File: src/rtl/sample_byte_packer.sv
module sample_byte_packer #(
  parameter int SAMPLE_W = 12
) (
  input  logic                clk,
  input  logic                rst,
  input  logic                ana_valid,
  output logic                ana_ready,
  input  logic [3:0]          ana_chan,
  input  logic [SAMPLE_W-1:0] ana_data,
  input  logic                dig_valid,
  output logic                dig_ready,
  input  logic [SAMPLE_W-1:0] dig_data,
  output logic                out_valid,
  input  logic                out_ready,
  output logic [7:0]          out_byte
);
  localparam int NIBS = SAMPLE_W / 4;
  localparam logic [2:0] LAST_IDX = 3'(NIBS - 1);

  logic                busy, is_ana, hdr_pend;
  logic [2:0]          step;
  logic [3:0]          chan;
  logic [SAMPLE_W-1:0] shreg;

  wire take = busy && out_ready;
  wire last = !hdr_pend && (step == LAST_IDX);

  assign ana_ready = !busy;
  assign dig_ready = !busy && !ana_valid;
  assign out_valid = busy;
  assign out_byte  = hdr_pend ? {4'hF, chan} : {is_ana, step, shreg[3:0]};

  always_ff @(posedge clk) begin
    if (rst) begin
      busy     <= 1'b0;
      is_ana   <= 1'b0;
      hdr_pend <= 1'b0;
      step     <= '0;
      chan     <= '0;
      shreg    <= '0;
    end else if (!busy) begin
      step <= '0;
      if (ana_valid) begin
        busy     <= 1'b1;
        is_ana   <= 1'b1;
        hdr_pend <= 1'b1;
        chan     <= ana_chan;
        shreg    <= ana_data;
      end else if (dig_valid) begin
        busy     <= 1'b1;
        is_ana   <= 1'b0;
        hdr_pend <= 1'b0;
        shreg    <= dig_data;
      end
    end else if (take) begin
      if (hdr_pend) begin
        hdr_pend <= 1'b0;
      end else if (last) begin
        busy <= 1'b0;
      end else begin
        step  <= step + 3'd1;
        shreg <= shreg >> 4;
      end
    end
  end
endmodule


File: config.mk
export PLATFORM = sky130hd
export DESIGN_NAME = sample_byte_packer
export DESIGN_NICKNAME = d
export VERILOG_FILES = /design/src/rtl/sample_byte_packer.sv
export SDC_FILE = /design/constraint.sdc
export NUM_CORES = 1
export LEC_CHECK = 0
export BUFFER_PORTS_ARGS = -buffer_cell sky130_fd_sc_hd__buf_2
export CORE_ASPECT_RATIO = 1.75
export CORE_MARGIN = 1.5
export CORE_UTILIZATION = 49
export CTS_CLUSTER_DIAMETER = 40
export DETAILED_ROUTE_END_ITERATION = 6
export HOLD_SLACK_MARGIN = 0.15
export PLACE_DENSITY = 0.79
export SYNTH_ARGS = -nofsm -noshare
export SYNTH_HDL_FRONTEND = slang
export SYNTH_SLANG_ARGS = --single-unit
File: constraint.sdc
create_clock -name clk -period 1.6 [get_ports clk]
set_clock_uncertainty 0.05 [all_clocks]
set_input_delay 0.32 -clock clk [delete_from_list [all_inputs] [get_ports clk]]
set_output_delay 0.32 -clock clk [all_outputs]
set_load 0.02 [all_outputs]
; Yosys cells after proc, flatten, opt, wreduce, memory -nomap -nowiden
; Index checks and enable logic that the tools add are counted.
[classes]
add_sub_neg = 1
eq_ne = 4
muxes = 17
n_bitwise = 3
reduce_logical = 14
[ops]
columns = cell, n
row1 = 12-bit two-way mux, 6
row2 = 1-bit two-way mux, 10
row3 = 8-bit two-way mux, 1
row4 = 2-bit AND reduction, 3
row5 = 2-bit inequality test (second input constant), 2
row6 = 4-bit AND reduction, 1
row7 = 3-bit by 1-bit adder with 3-bit output (second input constant), 1
row8 = 3-bit by 2-bit == test with 1-bit output (second input constant), 1
row9 = 1-bit logical AND, 3
row10 = 1-bit logical NOT, 3
row11 = 1-bit NOT, 3
row12 = 3-bit AND reduction, 1
row13 = 3-bit nonzero test, 1
row14 = 2-bit by 1-bit inequality test with 1-bit output (second input constant), 1
row15 = 2-bit nonzero test, 1
row16 = 2-bit OR reduction, 1
[totals]
register_bits = 22
in_bits = 33
out_inout_bits = 11
elab_cells = 45

; Logic depth before layout (Yosys ltp)
[logic_depth]
depth_word = 6
mapped_depth = 6

; Least setup slack after synthesis
; Ideal clock, no wire load.
[synth_timing]
path_type = register to output
from = reg busy, in the netlist out_valid
to = out dig_ready
arrival_ns = 1.066
t_required_ns = 1.230
path_slack_ns = 0.164
path_stages_with_launch = 4
path_cell_list = dfxtp_1 buf_2 buf_2 nor2_1
[synth_between]
elab_chain_len = 2
[synth_lines]
columns = item, line
row1 = from (decl), 20  ; logic busy, is_ana, hdr_pend;
row2 = from (signal assigned), 35  ; busy <= 1'b0;
row3 = from (signal assigned), 44  ; busy <= 1'b1;
row4 = from (signal assigned), 50  ; busy <= 1'b1;
row5 = 1-bit logical NOT, -
row6 = 1-bit logical AND, 29  ; assign dig_ready = !busy && !ana_valid;
row7 = to (decl), 11  ; output logic dig_ready,
; Every way passes these cells.

; Final worst setup path
[layout_timing]
from = reg hdr_pend
to = out out_byte[2]
[layout_between]
elab_chain_len = 1
[layout_lines]
columns = item, line
row1 = from (decl), 20
row2 = from (signal assigned), 37  ; hdr_pend <= 1'b0;
row3 = from (signal assigned), 46  ; hdr_pend <= 1'b1;
row4 = from (signal assigned), 52  ; hdr_pend <= 1'b0;
row5 = 8-bit two-way mux, 31  ; assign out_byte = hdr_pend ? {4'hF, chan} : {is_ana, step, shreg[3:0]};
row6 = to (decl), 15  ; output logic [7:0] out_byte
; Every way passes these cells.

==> flow_summary.toml <==
[sta]
final_max_slew_viol_count = 0
fin_tns_setup_ps = 0
fmax_ghz = 0.6456
fin_crit_ps = 1549
hold_viol = 0
tightest_slew_ps = 370.2
finalCritPeriodShare_pct = 96.80
rsz0062_at_grt = "false"
setup_viol = 0
timing.final.ws_setup_ps = 51.14
slew_headroom_pct = 75.32

[yosys]
syn_inst = 135
ys_seq_elements = 22
synth.cell_area_sq_mm = 0.001260
ys_warn_count = 0
ys_types = 28
avgSynthCellArea_sq_um = 9.333
ys_top_cells_by_area = "dfxtp_1 (35%), mux2i_1 (13%), mux2_2 (11%)"
yosysMostFrequentCell = "dfxtp_1"
synth_top_area_share_pct = 34.96
synth_enable_flop_cells = 0
synthTopCellsByCount = "dfxtp_1 (22), mux2i_1 (16), mux2_2 (12), o211ai_1 (12), nand2_1 (10)"
ys.flop_type = "dfxtp_1"
synthesis.nets = 170
ys_seq_area_share_pct = 34.96
synthArstFlopShare_pct = 0
synth_top_area_cell = "dfxtp_1"

[detailed_routing]
first_iter_violations = 34
wl_per_cell_um = 12.63
ant_nets = 0
first_pass_iters = 5
via_per_inst = 5.324
routed_wirelength_um = 2577
drc = 0
via_count = 1086

[critical_path]
path_cells = "mux2_2 -> buf_2"
worstSetupPathType = "reg2out"
critical_path.max_stage_delay_ps = 420
regToRegStartpoint = "step[0]$_SDFFE_PP0P_"
required_ps = 1230
critPathLaunchType = "flip-flop"
cp-startpoint = "hdr_pend$_SDFFE_PP0P_"
slowest_stage = "dfxtp_4"
crit_fanout = 12
arrival_ps = 1180
endpoint_kind = "output pin"

[clock_network]
numCtsBuffers = 3
cts_tree = "built"
cts_sinks = 22
post-cts-setup-buffers = 0
clk_latency_ps = 260
clockBufferDepth = 2
hold_buffers = 0
clk_transition_reported_paths_ps = 70
cts-root-buf = "clkbuf_8"
htree_levels = 1

[layout]
drive_gt1_share_pct = 43.26
areaGrowthSynthToFinish_pct = 23.93
diodes = 0
final_nets = 214
multi_input_area_sq_um = 748.2
fillers = 216
regArea_sq_um = 445.4

[die]
die_area_sq_mm = 0.002896
io_pins = 44
rows = 24
die_x_um = 41.33
start_util_pct = 51.17
core-area_sq_mm = 0.002462
die_h_um = 70.08

[power_and_ir_drop]
p_leak_nw = 0.7130
p_comb_share_pct = 25.4
seqPwrFrac_pct = 46.0
switching_share_pct = 27.27
power.switching_w = 0.0003729
irDropWorstVdd_v = 0.0005511
power_density_mw_per_mm2 = 875.6
p_int_w = 0.0009944
clkPwrFrac_pct = 28.6

[min_path]
min_path_type = "in2reg"
hold_start = "ana_chan[3]"

[place]
post-dp-hpwl_um = 2048
pre_cts_ws_ps = 63.08
numPortBuffers = 43
routabilityCongestion = 0.7231

[global_routing]
grt_antenna_before_repair = 0
grt_usage_pct = 19.79
overflow = 0
grt_max_degree = 16
grt_pass1_wl_um = 4050
grt_pass1_vias = 983

[status]
status = "finished, final reports clean"

[job]
maxCapViolations = 0
-- metal layers --
| layer | part of all wire [%] | vias up | GRT usage (%) |
|---|---|---|---|
| met5 | 0 | - | 0 |
| met4 | 1.3 | 0 | 5.376 |
| met3 | 6.3 | 4 | 4.762 |
| met2 | 54 | 44 | 34.20 |
| met1 | 38 | 476 | 22.31 |
| li1 | - | 562 | - |
-- state kept, by name, indices dropped and copies added, names as in the netlist --
name and count:
shreg 12, chan 4, step 3, hdr_pend 1
is_ana 1, out_valid 1
-- logic make-up (layout without fill, tap and decap cells) --
kind of cell	count (synthesis)	count (layout)	share of synthesized area, %
compound gates	28	28	15.49
fa+ha+maj	2	2	1.986
buf+inv	13	56	5.660
flops	22	22	34.96
mux	28	28	23.44
simple gates	42	42	18.47
-- power by group through the flow --
stage               Sequential, W  Clock, W  Combinational, W
CTS                      0.000628  0.000396          0.000352
global route             0.000636  0.000417          0.000385
global placement         0.000637         0          0.000338
floorplan                0.000628         0          0.000252
finish                   0.000629  0.000391          0.000348
detailed placement       0.000641         0          0.000350
-- critical path, delay by kind of cell (launching register included) --
family / cells / cell delay (ps)
muxes: 1 / 340
buffers and inverters: 1 / 160
DFF: 1 / 420
-- through the flow --
stage          hold slack [ps]  area, sq um  cells  utilization [%]   power, W
3_3_place_gp             389.8         1501    200            60.98  0.0009753
4_1_cts                  245.6         1559    204            63.31   0.001376
3_5_place_dp             398.0         1501    200            60.98  0.0009908
2_1_floorplan            339.1         1260    135                -  0.0008799
6_report                 244.0         1562    204            63.41   0.001367
5_1_grt                  258.9         1562    204            63.41   0.001438
-- repair_timing --
action,CTS,global route
setup endpoints to repair,7,4
hold endpoints to repair,0,0
resized for setup,2,1
-- final timing paths --
check	end	slack, ps	cells after the start
min	chan[3]$_SDFFE_PP0P_	240	3
max	out_byte[2]	50	2
min reg2reg	shreg[7]$_SDFFE_PP0P_	400	2
max reg2reg	step[2]$_SDFFE_PP0P_	150	4
-- cells in the final DEF (no fill, tap or decap), drive strengths merged, types with 2 or more instances in the layout --
| cell type | count |
|---|---|
| nor2 | 7 |
| or2b | 3 |
| a21oi | 9 |
| nand2b | 8 |
| o211ai | 12 |
| mux2i | 16 |
| o21ai | 3 |
| ha | 2 |
| clkbuf | 4 |
| or2 | 8 |
| buf | 48 |
| nand2 | 10 |
| dfxtp | 22 |
| mux2 | 12 |
| inv | 3 |
-- final cells by class --
class / instances / area share, %
Clock buffer: 4 / 3.526
Inverter: 4 / 0.9615
Multi-Input combinational cell: 100 / 47.92
Sequential cell: 22 / 28.53
Tap cell: 26 / 2.083
Timing Repair Buffer: 48 / 16.99
No activity file was read; power rests on OpenSTA's default activity.
